--- config.mk ---
export PLATFORM = sky130hd
export DESIGN_NAME = twophase_bitmem
export DESIGN_NICKNAME = d
export VERILOG_FILES = /design/src/rtl/twophase_bitmem_pkg.sv /design/src/rtl/bm_capture.sv /design/src/rtl/bm_grid.sv /design/src/rtl/bm_readout.sv /design/src/rtl/twophase_bitmem.sv
export SDC_FILE = /design/constraint.sdc
export NUM_CORES = 1
export LEC_CHECK = 0
export BUFFER_PORTS_ARGS = -buffer_cell sky130_fd_sc_hd__buf_2
export CAP_MARGIN = 20
export CORE_MARGIN = 4
export CORE_UTILIZATION = 55
export DETAILED_ROUTE_END_ITERATION = 7
export PLACE_DENSITY = 0.76
export SLEW_MARGIN = 20
export SYNTH_ARGS = -nofsm -noshare
export SYNTH_HDL_FRONTEND = slang
export SYNTH_SLANG_ARGS = --single-unit
--- constraint.sdc ---
create_clock -name clk -period 2.45 [get_ports clk]
set_clock_uncertainty 0.1 [all_clocks]
set_input_delay 0.3675 -clock clk [delete_from_list [all_inputs] [get_ports clk]]
set_output_delay 0.3675 -clock clk [all_outputs]
set_load 0.05 [all_outputs]
--- src/rtl/twophase_bitmem_pkg.sv ---
package twophase_bitmem_pkg;

   // Decoded per-cycle intent, derived from the active-low control pins.
   typedef struct packed {
      logic row_load;
      logic col_load;
      logic cell_write;
      logic read_drive;
   } bm_ctl_t;

   function automatic bm_ctl_t bm_decode(input logic cs_n, input logic we_n,
                                         input logic oe_n, input logic rs_n,
                                         input logic cl_n);
      bm_ctl_t c;
      c.row_load   = ~cs_n & ~rs_n;
      c.col_load   = ~cs_n & ~cl_n;
      c.cell_write = ~cs_n & ~cl_n & ~we_n;
      c.read_drive = ~cs_n &  we_n & ~oe_n;
      return c;
   endfunction

endpackage

--- src/rtl/bm_capture.sv ---
module bm_capture #(
   parameter int W = 2
) (
   input  logic         clk,
   input  logic         rst_n,
   input  logic         load,
   input  logic [W-1:0] d,
   output logic [W-1:0] q
);

   always_ff @(posedge clk) begin
      if (!rst_n)    q <= '0;
      else if (load) q <= d;
   end

endmodule

--- src/rtl/bm_grid.sv ---
module bm_grid #(
   parameter int ROWS = 4,
   parameter int COLS = 4,
   localparam int ROW_W = $clog2(ROWS),
   localparam int COL_W = $clog2(COLS),
   localparam int CELLS = ROWS * COLS
) (
   input  logic             clk,
   input  logic             rst_n,
   input  logic             wr,
   input  logic [ROW_W-1:0] wrow,
   input  logic [COL_W-1:0] wcol,
   input  logic             wbit,
   output logic [CELLS-1:0] cells
);

   for (genvar r = 0; r < ROWS; r++) begin : g_row
      for (genvar c = 0; c < COLS; c++) begin : g_col
         logic hit;
         assign hit = wr && (wrow == ROW_W'(r)) && (wcol == COL_W'(c));
         always_ff @(posedge clk) begin
            if (!rst_n)   cells[r*COLS + c] <= 1'b0;
            else if (hit) cells[r*COLS + c] <= wbit;
         end
      end
   end

endmodule

--- src/rtl/bm_readout.sv ---
module bm_readout #(
   parameter int ROWS = 4,
   parameter int COLS = 4,
   parameter bit ANDOR_SEL = 1'b0,
   localparam int ROW_W = $clog2(ROWS),
   localparam int COL_W = $clog2(COLS),
   localparam int CELLS = ROWS * COLS,
   localparam int IDX_W = $clog2(CELLS)
) (
   input  logic [CELLS-1:0] cells,
   input  logic [ROW_W-1:0] row,
   input  logic [COL_W-1:0] col,
   input  logic             drive,
   output logic             dout
);

   logic picked;

   if (ANDOR_SEL) begin : g_andor
      logic [CELLS-1:0] hits;
      for (genvar r = 0; r < ROWS; r++) begin : g_r
         for (genvar c = 0; c < COLS; c++) begin : g_c
            assign hits[r*COLS + c] = cells[r*COLS + c] &
                                      (row == ROW_W'(r)) & (col == COL_W'(c));
         end
      end
      assign picked = |hits;
   end else begin : g_index
      logic [IDX_W-1:0] idx;
      assign idx    = IDX_W'(int'(row) * COLS + int'(col));
      assign picked = cells[idx];
   end

   assign dout = drive & picked;

endmodule

--- src/rtl/twophase_bitmem.sv ---
module twophase_bitmem
   import twophase_bitmem_pkg::*;
#(
   parameter int ADDR_W    = 4,
   parameter int ROWS      = 4,
   parameter int COLS      = 4,
   parameter bit ANDOR_SEL = 1'b0
) (
   input  logic              clk,
   input  logic              rst_n,
   input  logic              cs_n,
   input  logic              we_n,
   input  logic              oe_n,
   input  logic              row_stb_n,
   input  logic              col_stb_n,
   input  logic [ADDR_W-1:0] addr,
   input  logic              din,
   output logic              dout
);

   localparam int ROW_W = $clog2(ROWS);
   localparam int COL_W = $clog2(COLS);
   localparam int CELLS = ROWS * COLS;

   if (ROWS < 2 || COLS < 2) begin : g_bad_dims
      $error("twophase_bitmem: ROWS and COLS must each be at least 2");
   end
   if (ROW_W > ADDR_W || COL_W > ADDR_W) begin : g_bad_addr
      $error("twophase_bitmem: ADDR_W too narrow for row or column index");
   end

   bm_ctl_t          ctl;
   logic [ROW_W-1:0] row_q;
   logic [COL_W-1:0] col_q;
   logic [CELLS-1:0] cells;

   assign ctl = bm_decode(cs_n, we_n, oe_n, row_stb_n, col_stb_n);

   bm_capture #(.W(ROW_W)) row_hold_i (
      .clk  (clk),
      .rst_n(rst_n),
      .load (ctl.row_load),
      .d    (addr[ROW_W-1:0]),
      .q    (row_q)
   );

   bm_capture #(.W(COL_W)) col_hold_i (
      .clk  (clk),
      .rst_n(rst_n),
      .load (ctl.col_load),
      .d    (addr[COL_W-1:0]),
      .q    (col_q)
   );

   bm_grid #(.ROWS(ROWS), .COLS(COLS)) grid_i (
      .clk  (clk),
      .rst_n(rst_n),
      .wr   (ctl.cell_write),
      .wrow (row_q),
      .wcol (addr[COL_W-1:0]),
      .wbit (din),
      .cells(cells)
   );

   bm_readout #(.ROWS(ROWS), .COLS(COLS), .ANDOR_SEL(ANDOR_SEL)) rd_i (
      .cells(cells),
      .row  (row_q),
      .col  (col_q),
      .drive(ctl.read_drive),
      .dout (dout)
   );

endmodule

==> Word-level counts from Yosys, hierarchy flattened <==
Cells that the tools add are included.
Widths: inputs -> output; s select.
{ "word_totals": {"ff_bits": 20, "input_bits": 12, "output_inout_bits": 1} }
{ "op_classes": {"magnitude_cmp": 1, "bitwise": 11, "eq_ne": 6, "addsub": 1, "mux": 2, "reduce_logical": 22} }
{ "ops": {"columns": ["cell", "count"], "rows": [
  ["$logic_and 1x1->1", 20],
  ["$eq 2x2->1 const B", 4],
  ["$and 1x1->1", 6],
  ["$lt 4x5->1 const B", 1],
  ["$not 1->1", 5],
  ["$add 4x2->4", 1],
  ["$bmux 1 s4", 1],
  ["$eq 2x1->1 const B", 2],
  ["$logic_not 2->1", 2],
  ["$mux 1", 1]
]} }

==> Logic depth before layout (Yosys ltp) <==
Gate-level depths: netlist of the first run.
{ "logic_depth": {"word_depth": 5, "mapped_depth": 6} }

==> Hierarchy <==
From an unflattened synthesis of the first run, not the netlist that was laid out.
{ "hier_totals": {"cells_unflattened": 99, "area_unflattened_um2": 1037.2} }
{ "modules_own_cells": {"columns": ["module", "cells_per_inst", "n_inst", "area_each_um2", "seq_area_each_um2"], "rows": [
  ["bm_grid", 66, 1, 705.7, 320.3],
  ["bm_readout", 17, 1, 156.4, 0.0],
  ["bm_capture", 6, 2, 72.6, 40.0],
  ["twophase_bitmem", 4, 1, 30.0, 0.0]
]} }

==> Worst setup path before layout of the first run <==
Ideal clock, no wire load.
{ "synth_timing": {"path_type": "flip-flop to output port", "startpoint": "reg col_hold_i.q[0]", "endpoint": "out dout", "arrival_time_ns": 1.696, "setup_slack_ns": 0.287, "path_stages_with_launch": 6, "path_buffers": 1, "path_cell_list": "dfxtp_1 -> buf_2 -> mux4_2 -> nand2b_1 -> nand4_1 -> a21oi_1"} }
{ "synth_via": {"elab_chain_len": 4} }
{ "synth_lines": {"columns": ["item", "line_no", "rtl"], "rows": [
  ["from (decl)", "bm_capture.sv:8", "output logic [W-1:0] q"],
  ["from (signal assigned)", "bm_capture.sv:12", "if (!rst_n) q <= '0;"],
  ["from (signal assigned)", "bm_capture.sv:13", "else if (load) q <= d;"],
  ["$add 4x2->4", "bm_readout.sv:30", "assign idx = IDX_W'(int'(row) * COLS + int'(col));"],
  ["$bmux 1 s4", "bm_readout.sv:31", "assign picked = cells[idx];"],
  ["$mux 1 (not written as such)", "bm_readout.sv:31", null],
  ["$and 1x1->1", "bm_readout.sv:34", "assign dout = drive & picked;"],
  ["to (decl)", "twophase_bitmem.sv:18", "output logic dout"]
]} }
No other way between the ends. The select of a mux whose other input is x is not followed.

==> Worst setup path in the final report of the first run <==
{ "layout_timing": {"startpoint": "reg row_hold_i.q[0]", "endpoint": "out dout"} }
{ "layout_via": {"elab_chain_len": 4} }
{ "layout_lines": {"columns": ["item", "line_no"], "rows": [
  ["from (decl)", "bm_capture.sv:8"],
  ["from (signal assigned)", "bm_capture.sv:12"],
  ["from (signal assigned)", "bm_capture.sv:13"],
  ["$add 4x2->4", "bm_readout.sv:30"],
  ["$bmux 1 s4", "bm_readout.sv:31"],
  ["$mux 1 (not written as such)", "bm_readout.sv:31"],
  ["$and 1x1->1", "bm_readout.sv:34"]
]} }
No other way between the ends. The select of a mux whose other input is x is not followed.

==> metrics.log, run 1 <==
INFO  metric yosysSeqAreaShare = 0.381
INFO  metric hold_slack_final = 0.267 ns
INFO  metric height_of_the_chip = 51.7 microns
INFO  metric post_synth_xor_area_fraction = 0
INFO  metric hold_path_startpoint = addr[0]
INFO  metric finish.cell_count_without_fillers = 145
INFO  metric route.antenna.remaining_nets = 0
INFO  metric timing.critical_path.required = 1.98 ns
INFO  metric post_synth_and_or_nand_nor_area_fraction = 0.207
INFO  metric post_synth_instance_area = 1050 sq um
INFO  metric cts_h_tree_lvls = 1
INFO  metric largest_family_of_logic_cells_by_synthesized_area = simple AND/OR/NAND/NOR gates
INFO  metric critPathLaunch = row_hold_i.q[0]
INFO  metric antenna-diode-count = 0
INFO  metric global_placement_routability_congestion = 0.847
INFO  metric syn_area_per_cell = 9.21 sq um
INFO  metric detail_route.wirelength = 2220 microns
INFO  metric worst_r2r_path_depth = 3
INFO  metric synthesis.nets = 126
INFO  metric worstSetupPathType = reg2out
INFO  metric status = finished, final reports clean
INFO  metric detail_route.first_pass.iterations = 4
INFO  metric initial_antenna_violation_count = 0
INFO  metric hold_buffers = 0
INFO  metric ir_drop = 353 uV
INFO  metric worst_skew_pair.late_latency = 0.30 ns
INFO  metric finalSetupViolCount = 0
INFO  metric drv.max_cap_violation_count = 0
INFO  metric endpoint_kind = output port
INFO  metric post_drt_wl_per_cell = 15.3 microns
INFO  metric grt_setup_unrepaired = false
INFO  metric die_w = 51.7 microns
INFO  metric starting_utilization_of_the_core_area = 0.595
INFO  metric hpwl = 1590 microns
INFO  metric synth.area.mux_share = 0.157
INFO  metric slew_headroom = 0.646
INFO  metric cells_after_synthesis = 114
INFO  metric area_overhead_of_the_layout_relative_to_synthesis = 6.67%
INFO  metric cp-start-kind = flip-flop
INFO  metric cts.path.max_buffers = 2
INFO  metric synth_cell_type_count = 29
INFO  metric gr-usage-all-layers = 0.186
INFO  metric final_layout_size_suffix_gt1_frac = 0.175
INFO  metric cts_tree = built
INFO  metric powerDensity = 525 nW/um^2
INFO  metric minimum_period_implied_by_the_final_worst_setup_slack = 2.24 ns
INFO  metric finalPower = 588 uW
INFO  metric ff_latch_count_synth = 20
INFO  metric r2r_end = grid_i.cells[8]
INFO  metric buffer_ports.inserted = 10
INFO  metric num-fill-cells = 173
INFO  metric worstMarginPinSlew = 0.529 ns
INFO  metric numPlacedInstances = 141
INFO  metric pin_count = 13
INFO  metric post_synth_fa_ha_maj_area_fraction = 0
INFO  metric first_global_vias = 815
INFO  metric row_count = 15
INFO  metric average_vias_per_placed_instance = 6.01
INFO  metric period_share = 0.916
INFO  metric setup.reg_to_reg.worst_slack = 1.04 ns
INFO  metric grt_max_degree = 22
INFO  metric core = 1760 sq um
INFO  metric synthesis.yosys.warnings = 0
INFO  metric grt_first_pass_wirelength = 3700 microns
INFO  metric root_buffer = sky130_fd_sc_hd__clkbuf_4
INFO  metric finalHoldViolations = 0
INFO  metric cp_data_arrival_time = 1.78 ns
INFO  metric drt_iter0_markers = 14
INFO  metric post-cts-setup-buffer-count = 0
INFO  metric clock.fmax = 446 MHz
INFO  metric reg2reg_from = row_hold_i.q[1]
INFO  metric class_of_the_tightest_hold_or_removal_check = in2reg
INFO  metric power.leakage = 0.420 nW
INFO  metric post-route-drc-count = 0
INFO  metric tritoncts_num_sinks = 20
INFO  metric gr-total-overflow = 0
INFO  metric layout.nets = 133
INFO  metric floorplan.die_area = 2670 sq um
INFO  metric cts_inserted_buffers = 3
INFO  metric slew_viol_final = 0
INFO  metric tns = 0 ns
INFO  metric synth_compound_gate_area_share = 0.197
INFO  metric cts.clk_slew.worst_paths = 0.12 ns
INFO  metric critical_path.max_fanout = 11
INFO  metric route.vias.total = 871
INFO  metric crit_path_end = dout
==> critical path: stages (launching register included) <==
cell	delay, ns
sky130_fd_sc_hd__dfxtp_2	0.46
sky130_fd_sc_hd__mux4_2	0.53
sky130_fd_sc_hd__o2111ai_1	0.19
sky130_fd_sc_hd__a21oi_1	0.09
sky130_fd_sc_hd__buf_2	0.21
==> cell usage after synthesis <==
| library cell | n | share of area |
|---|---|---|
| sky130_fd_sc_hd__buf_4 | 1 | 0.0072 |
| sky130_fd_sc_hd__nand2_1 | 23 | 0.082 |
| sky130_fd_sc_hd__o311ai_1 | 1 | 0.0083 |
| sky130_fd_sc_hd__clkbuf_1 | 3 | 0.011 |
| sky130_fd_sc_hd__mux2i_1 | 12 | 0.11 |
| sky130_fd_sc_hd__inv_1 | 1 | 0.0036 |
| sky130_fd_sc_hd__nand2_2 | 1 | 0.0060 |
| sky130_fd_sc_hd__and3_1 | 1 | 0.0060 |
| sky130_fd_sc_hd__buf_2 | 3 | 0.014 |
| sky130_fd_sc_hd__o2111ai_1 | 1 | 0.0083 |
| sky130_fd_sc_hd__and3b_1 | 1 | 0.0083 |
| sky130_fd_sc_hd__nand2b_1 | 3 | 0.018 |
| sky130_fd_sc_hd__o211ai_1 | 6 | 0.043 |
| sky130_fd_sc_hd__o41ai_1 | 2 | 0.017 |
| sky130_fd_sc_hd__nor2_1 | 6 | 0.021 |
| sky130_fd_sc_hd__nor4_4 | 1 | 0.020 |
| sky130_fd_sc_hd__buf_6 | 2 | 0.021 |
| sky130_fd_sc_hd__nand3_1 | 3 | 0.014 |
| sky130_fd_sc_hd__nor3_1 | 1 | 0.0048 |
| sky130_fd_sc_hd__nand3b_1 | 2 | 0.014 |
| sky130_fd_sc_hd__o311ai_4 | 1 | 0.025 |
| sky130_fd_sc_hd__dfxtp_1 | 20 | 0.38 |
| sky130_fd_sc_hd__mux4_2 | 2 | 0.043 |
| sky130_fd_sc_hd__o31ai_1 | 6 | 0.043 |
| sky130_fd_sc_hd__a21oi_1 | 1 | 0.0048 |
| sky130_fd_sc_hd__nand4_1 | 1 | 0.0060 |
| sky130_fd_sc_hd__a21boi_0 | 4 | 0.029 |
| sky130_fd_sc_hd__o21ai_0 | 4 | 0.019 |
| sky130_fd_sc_hd__nor2b_1 | 1 | 0.0060 |
==> cells in the final DEF (no fill, tap or decap), types with 2 or more instances in the layout <==
master / instances
sky130_fd_sc_hd__a21boi_0: 4
sky130_fd_sc_hd__o41ai_1: 2
sky130_fd_sc_hd__buf_2: 10
sky130_fd_sc_hd__o21ai_0: 4
sky130_fd_sc_hd__nand3b_1: 2
sky130_fd_sc_hd__nand2b_1: 3
sky130_fd_sc_hd__o31ai_1: 6
sky130_fd_sc_hd__nand2_1: 23
sky130_fd_sc_hd__nor2_1: 6
sky130_fd_sc_hd__dfxtp_1: 19
sky130_fd_sc_hd__mux2i_1: 12
sky130_fd_sc_hd__o211ai_1: 6
sky130_fd_sc_hd__clkbuf_4: 3
sky130_fd_sc_hd__nand3_1: 3
sky130_fd_sc_hd__mux4_2: 2
==> metrics by stage <==
stage / util / area [sq um] / setup slack, ns
6_report: 0.635 / 1120 / 0.206
5_1_grt: 0.635 / 1120 / 0.0969
4_1_cts: 0.634 / 1120 / 0.0774
3_5_place_dp: 0.613 / 1080 / 0.435
2_1_floorplan: - / 1050 / 0.287
3_3_place_gp: 0.613 / 1080 / 0.427
==> final cells by class <==
cell class,instances,area (sq um),area share
sequential,20,402,0.359
multi-input combinational,84,589,0.526
timing repair buffer,11,57.6,0.0514
inverter,1,3.75,0.00335
clock buffer,4,36.3,0.0324
tap,25,31.3,0.0279
==> routing by layer <==
metal,GRT usage,part of all wire,vias to the layer above
li1,-,-,430
met1,0.261,0.48,419
met2,0.269,0.46,18
met3,0.0372,0.043,4
met4,0.0917,0.018,0
met5,0,0,-
==> how the worst min path moves through the flow <==
stage | slack [ns] | endpoint | depth (start not counted)
6_report | 0.27 | row_hold_i.q[0] | 3
4_1_cts | 0.26 | row_hold_i.q[0] | 3
2_1_floorplan | 0.34 | grid_i.cells[1] | 2
5_1_grt | 0.27 | row_hold_i.q[0] | 3
3_3_place_gp | 0.35 | grid_i.cells[3] | 2
3_5_place_dp | 0.36 | grid_i.cells[7] | 2
==> cell families after synthesis <==
group	Yosys count
flip-flops	20
multiplexers	14
AO/OA/AOI/OAI	26
AND/OR/NAND/NOR	44
buffers and inverters	10
==> where the power goes <==
part           switching, mW  total [mW]  internal, mW
sequential           0.00774       0.337         0.329
combinational         0.0350      0.0538        0.0189
clock                  0.106       0.197        0.0906
==> flip-flops by register name, summed over array words and instances (netlist names) <==
name / flops
row_hold_i.q: 2
col_hold_i.q: 2
grid_i.cells: 16
==> what timing repair did <==
item,CTS,global route
endpoints found under the setup margin,0,1
hold endpoints to repair,0,0
resized for setup,0,1
Note: power is estimated with default switching activity, not from simulation.
==> run 2: changes to the inputs <==
--- a/config.mk
+++ b/config.mk
@@ -10,7 +10,8 @@
 export CORE_MARGIN = 4
 export CORE_UTILIZATION = 55
 export DETAILED_ROUTE_END_ITERATION = 7
-export PLACE_DENSITY = 0.76
+export GPL_TIMING_DRIVEN = 0
+export PLACE_DENSITY = 0.79
 export SLEW_MARGIN = 20
 export SYNTH_ARGS = -nofsm -noshare
 export SYNTH_HDL_FRONTEND = slang
==> metrics.log, run 2 (synthesis results as in run 1) <==
INFO  metric status = finished, final reports clean
INFO  metric root_buffer = sky130_fd_sc_hd__clkbuf_4
INFO  metric initial_antenna_violation_count = 0
INFO  metric critical_path.max_fanout = 7
INFO  metric cts_inserted_buffers = 3
INFO  metric worst_r2r_path_depth = 4
INFO  metric average_vias_per_placed_instance = 5.82
INFO  metric num-fill-cells = 164
INFO  metric worst_skew_pair.late_latency = 0.30 ns
INFO  metric final_layout_size_suffix_gt1_frac = 0.189
INFO  metric largestRegisters = grid_i.cells (16), col_hold_i.q (2), row_hold_i.q (2)
INFO  metric finalSetupViolCount = 0
INFO  metric post_drt_wl_per_cell = 14.7 microns
INFO  metric buffer_ports.inserted = 9
INFO  metric clock.fmax = 422 MHz
INFO  metric post-cts-setup-buffer-count = 0
INFO  metric die_w = 51.7 microns
INFO  metric finalHoldViolations = 0
INFO  metric cts.clk_slew.worst_paths = 0.12 ns
INFO  metric grt_setup_unrepaired = false
INFO  metric cp-start-kind = flip-flop
INFO  metric floorplan.die_area = 2670 sq um
INFO  metric grt_max_degree = 12
INFO  metric power.leakage = 0.445 nW
INFO  metric gr-usage-all-layers = 0.194
INFO  metric cts.path.max_buffers = 2
INFO  metric tns = 0 ns
INFO  metric pin_count = 13
INFO  metric instance_count_along_the_most_critical_hold_path = 3
INFO  metric slew_viol_final = 0
INFO  metric detail_route.wirelength = 2240 microns
INFO  metric first_global_vias = 843
INFO  metric gr-total-overflow = 0
INFO  metric cts_repair_resize_count = 0
INFO  metric global_placement_routability_congestion = 0.866
INFO  metric area_overhead_of_the_layout_relative_to_synthesis = 11.2%
INFO  metric minimum_period_implied_by_the_final_worst_setup_slack = 2.37 ns
INFO  metric hold_buffers = 0
INFO  metric detail_route.first_pass.iterations = 4
INFO  metric cts_h_tree_lvls = 1
INFO  metric starting_utilization_of_the_core_area = 0.595
INFO  metric ir_drop = 359 uV
INFO  metric worstMarginPinSlew = 0.483 ns
INFO  metric grt_first_pass_wirelength = 3850 microns
INFO  metric row_count = 15
INFO  metric period_share = 0.967
INFO  metric drt_iter0_markers = 23
INFO  metric pre_cts_ws = 0.424 ns
INFO  metric route.vias.total = 885
INFO  metric largest_register_ffs = 16
INFO  metric endpoint_kind = output port
INFO  metric cts_tree = built
INFO  metric max_flop_register = grid_i.cells
INFO  metric class_of_the_tightest_hold_or_removal_check = in2reg
INFO  metric antenna-diode-count = 0
INFO  metric most-common-layout-cells = sky130_fd_sc_hd__nand2_1, sky130_fd_sc_hd__dfxtp_1, sky130_fd_sc_hd__mux2i_1
INFO  metric timing.critical_path.required = 1.98 ns
INFO  metric worstSetupPathType = reg2out
INFO  metric slew_headroom = 0.678
INFO  metric powerDensity = 509 nW/um^2
INFO  metric tritoncts_num_sinks = 20
INFO  metric hpwl = 1630 microns
INFO  metric layout.nets = 140
INFO  metric cp_data_arrival_time = 1.90 ns
INFO  metric route.antenna.remaining_nets = 0
INFO  metric drv.max_cap_violation_count = 0
INFO  metric post-route-drc-count = 0
INFO  metric core = 1760 sq um
INFO  metric layout_setup_ws = 0.0813 ns
INFO  metric most_common_library_cell_in_the_layout_ignoring_fill_and_taps = sky130_fd_sc_hd__nand2_1
INFO  metric height_of_the_chip = 51.7 microns
==> run 2: changes by cell type in the layout (fill, tap and decap cells not counted) <==
cell,delta
sky130_fd_sc_hd__clkbuf_4,+1
sky130_fd_sc_hd__buf_4,+1
sky130_fd_sc_hd__dfxtp_2,-1
sky130_fd_sc_hd__clkbuf_1,+3
sky130_fd_sc_hd__buf_6,+2
sky130_fd_sc_hd__dfxtp_1,+1
==> run 2: final cells by class <==
| class | count | area, sq um | area share |
|---|---|---|---|
| timing repair buffer | 9 | 47.5 | 0.0407 |
| multi-input combinational | 84 | 589 | 0.505 |
| buffer | 9 | 58.8 | 0.0504 |
| tap | 25 | 31.3 | 0.0268 |
| inverter | 1 | 3.75 | 0.00322 |
| clock buffer | 4 | 36.3 | 0.0311 |
| sequential | 20 | 400 | 0.343 |
==> run 2: where the power goes <==
| group | switching [mW] | internal (mW) | leakage (nW) |
|---|---|---|---|
| clock | 0.105 | 0.0908 | 0.0210 |
| combinational | 0.0412 | 0.0238 | 0.263 |
| sequential | 0.00342 | 0.329 | 0.162 |
| total | 0.150 | 0.444 | 0.445 |
==> run 2: worst paths after layout <==
check / startpoint / endpoint / slack [ns]
max: col_hold_i.q[0] / dout / 0.08
min: addr[0] / col_hold_i.q[0] / 0.26
max reg2reg: row_hold_i.q[0] / grid_i.cells[11] / 1.16
min reg2reg: grid_i.cells[15] / grid_i.cells[15] / 0.37
==> run 2: per-layer routing <==
metal  share of wire  global-route usage  vias up
met1            0.47               0.248      418
met4           0.015              0.0873        0
li1                -                   -      439
met5               0                   0        -
met3           0.046              0.0401        5
met2            0.47               0.314       23
==> run 2: metrics by stage <==
stage,util,total power [mW],hold slack (ns),instance area (sq um),instances
detailed placement,0.638,0.403,0.357,1130,148
floorplan,-,0.382,0.335,1050,114
global placement,0.638,0.402,0.344,1130,148
CTS,0.659,0.594,0.258,1160,152
finish,0.662,0.594,0.263,1170,152
global route,0.662,0.613,0.275,1170,152
==> run 2: critical path, cell delays in order (launching register included) <==
cell,delay [ns]
sky130_fd_sc_hd__dfxtp_1,0.33
sky130_fd_sc_hd__buf_2,0.22
sky130_fd_sc_hd__mux4_2,0.52
sky130_fd_sc_hd__nand2b_1,0.15
sky130_fd_sc_hd__nand4_1,0.09
sky130_fd_sc_hd__a21oi_1,0.07
sky130_fd_sc_hd__clkbuf_4,0.22
==> run 3: changes to the inputs <==
--- a/config.mk
+++ b/config.mk
@@ -8,10 +8,10 @@
 export BUFFER_PORTS_ARGS = -buffer_cell sky130_fd_sc_hd__buf_2
 export CAP_MARGIN = 20
 export CORE_MARGIN = 4
-export CORE_UTILIZATION = 55
+export CORE_UTILIZATION = 48
 export DETAILED_ROUTE_END_ITERATION = 7
 export GPL_TIMING_DRIVEN = 0
-export PLACE_DENSITY = 0.79
+export PLACE_DENSITY = 0.71
 export SLEW_MARGIN = 20
 export SYNTH_ARGS = -nofsm -noshare
 export SYNTH_HDL_FRONTEND = slang
==> metrics.log, run 3 (synthesis results as in run 1) <==
INFO  metric status = finished, final reports clean
INFO  metric grt_use_met2 = 0.280
INFO  metric largestRegisters = grid_i.cells (16), col_hold_i.q (2), row_hold_i.q (2)
INFO  metric tritoncts_num_sinks = 20
INFO  metric core = 2020 sq um
INFO  metric post-route-drc-count = 0
INFO  metric minimum_period_implied_by_the_final_worst_setup_slack = 2.32 ns
INFO  metric critical_path.max_fanout = 7
INFO  metric post_drt_wl_per_cell = 14.5 microns
INFO  metric detail_route.wirelength = 2220 microns
INFO  metric critPathLaunch = col_hold_i.q[0]
INFO  metric die_w = 54.8 microns
INFO  metric row_count = 16
INFO  metric cp_data_arrival_time = 1.85 ns
INFO  metric class_of_the_tightest_hold_or_removal_check = in2reg
INFO  metric reg2reg_from = row_hold_i.q[0]
INFO  metric cts_inserted_buffers = 3
INFO  metric global_placement_routability_congestion = 0.807
INFO  metric buffer_ports.inserted = 9
INFO  metric most-common-layout-cells = sky130_fd_sc_hd__nand2_1, sky130_fd_sc_hd__dfxtp_1, sky130_fd_sc_hd__mux2i_1
INFO  metric route.vias.total = 903
INFO  metric finalPower = 557 uW
INFO  metric hold_buffers = 0
INFO  metric grt_first_pass_wirelength = 3730 microns
INFO  metric starting_utilization_of_the_core_area = 0.519
INFO  metric route.antenna.remaining_nets = 0
INFO  metric cp-start-kind = flip-flop
INFO  metric average_vias_per_placed_instance = 5.90
INFO  metric globalRouteMet3Util = 0.0245
INFO  metric ir_drop = 322 uV
INFO  metric finalHoldViolations = 0
INFO  metric initial_antenna_violation_count = 0
INFO  metric powerDensity = 482 nW/um^2
INFO  metric final_layout_size_suffix_gt1_frac = 0.183
INFO  metric endpoint_kind = output port
INFO  metric layout.nets = 140
INFO  metric largest_register_ffs = 16
INFO  metric tns = 0 ns
INFO  metric pin_count = 13
INFO  metric hpwl = 1630 microns
INFO  metric drv.max_cap_violation_count = 0
INFO  metric cts_h_tree_lvls = 1
INFO  metric floorplan.die_area = 3000 sq um
INFO  metric grt_max_degree = 11
INFO  metric cts.path.max_buffers = 2
INFO  metric cts.clk_slew.worst_paths = 0.11 ns
INFO  metric worst_skew_pair.late_latency = 0.30 ns
INFO  metric antenna-diode-count = 0
INFO  metric detail_route.first_pass.iterations = 4
INFO  metric root_buffer = sky130_fd_sc_hd__clkbuf_4
INFO  metric height_of_the_chip = 54.8 microns
INFO  metric most_common_library_cell_in_the_layout_ignoring_fill_and_taps = sky130_fd_sc_hd__nand2_1
INFO  metric drt_iter0_markers = 24
INFO  metric hold_path_startpoint = addr[0]
INFO  metric timing.critical_path.required = 1.98 ns
INFO  metric finalSetupViolCount = 0
INFO  metric grt-busiest-layer = met2
INFO  metric gr-usage-all-layers = 0.179
INFO  metric cts_tree = built
INFO  metric first_global_vias = 817
INFO  metric gr-total-overflow = 0
INFO  metric setup.reg_to_reg.worst_slack = 1.20 ns
INFO  metric worstMarginPinSlew = 0.474 ns
INFO  metric max_flop_register = grid_i.cells
INFO  metric worstSetupPathType = reg2out
INFO  metric clock.fmax = 431 MHz
INFO  metric power.leakage = 0.438 nW
INFO  metric grt.met1_usage = 0.235
INFO  metric slew_headroom = 0.684
INFO  metric period_share = 0.946
INFO  metric area_overhead_of_the_layout_relative_to_synthesis = 10.1%
INFO  metric slew_viol_final = 0
INFO  metric grt_setup_unrepaired = false
INFO  metric hold_slack_final = 0.265 ns
-- run 3: area by class of cell --
type                       instances  area [sq um]
clock buffer                       3          22.5
buffer                             9          61.3
multi-input combinational         84           589
inverter                           1          3.75
timing repair buffer               9          45.0
tap                               27          33.8
fill                             186           866
sequential                        20           400
-- run 3: final timing paths --
path         cells after the start                to
max                              6              dout
min                              3   col_hold_i.q[0]
max reg2reg                      4  grid_i.cells[11]
min reg2reg                      2   grid_i.cells[9]
-- run 3: layer usage --
metal	wire [microns]	vias up
met4	44	0
met1	1020	438
met3	93	5
li1	-	440
met5	0	-
met2	1060	20
-- run 3: power breakdown --
part	internal, mW	switching (mW)	total, mW
Clock	0.0575	0.102	0.160
Sequential	0.329	0.00337	0.332
Combinational	0.0240	0.0407	0.0648
-- run 3: what timing repair did --
item | CTS | global route
endpoints found under the setup margin | 0 | 1
endpoints found under the hold margin | 0 | 0
setup buffers | 0 | 0
gates resized for setup | 0 | 3
-- run 3: through the flow --
| stage | utilization | instance area, sq um | setup WS [ns] | std cells |
|---|---|---|---|---|
| finish | 0.572 | 1160 | 0.132 | 153 |
| CTS | 0.569 | 1150 | 0.0653 | 153 |
| global route | 0.572 | 1160 | 0.00859 | 153 |
| floorplan | - | 1050 | 0.287 | 114 |
| global placement | 0.558 | 1130 | 0.432 | 150 |
| detailed placement | 0.558 | 1130 | 0.430 | 150 |
-- run 3: critical path: stages (launching register included) --
cell and delay [ns]:
sky130_fd_sc_hd__dfxtp_1 0.32, sky130_fd_sc_hd__clkbuf_4 0.19, sky130_fd_sc_hd__mux4_2 0.50, sky130_fd_sc_hd__nand2b_1 0.16
sky130_fd_sc_hd__nand4_1 0.09, sky130_fd_sc_hd__a21oi_1 0.06, sky130_fd_sc_hd__buf_2 0.21
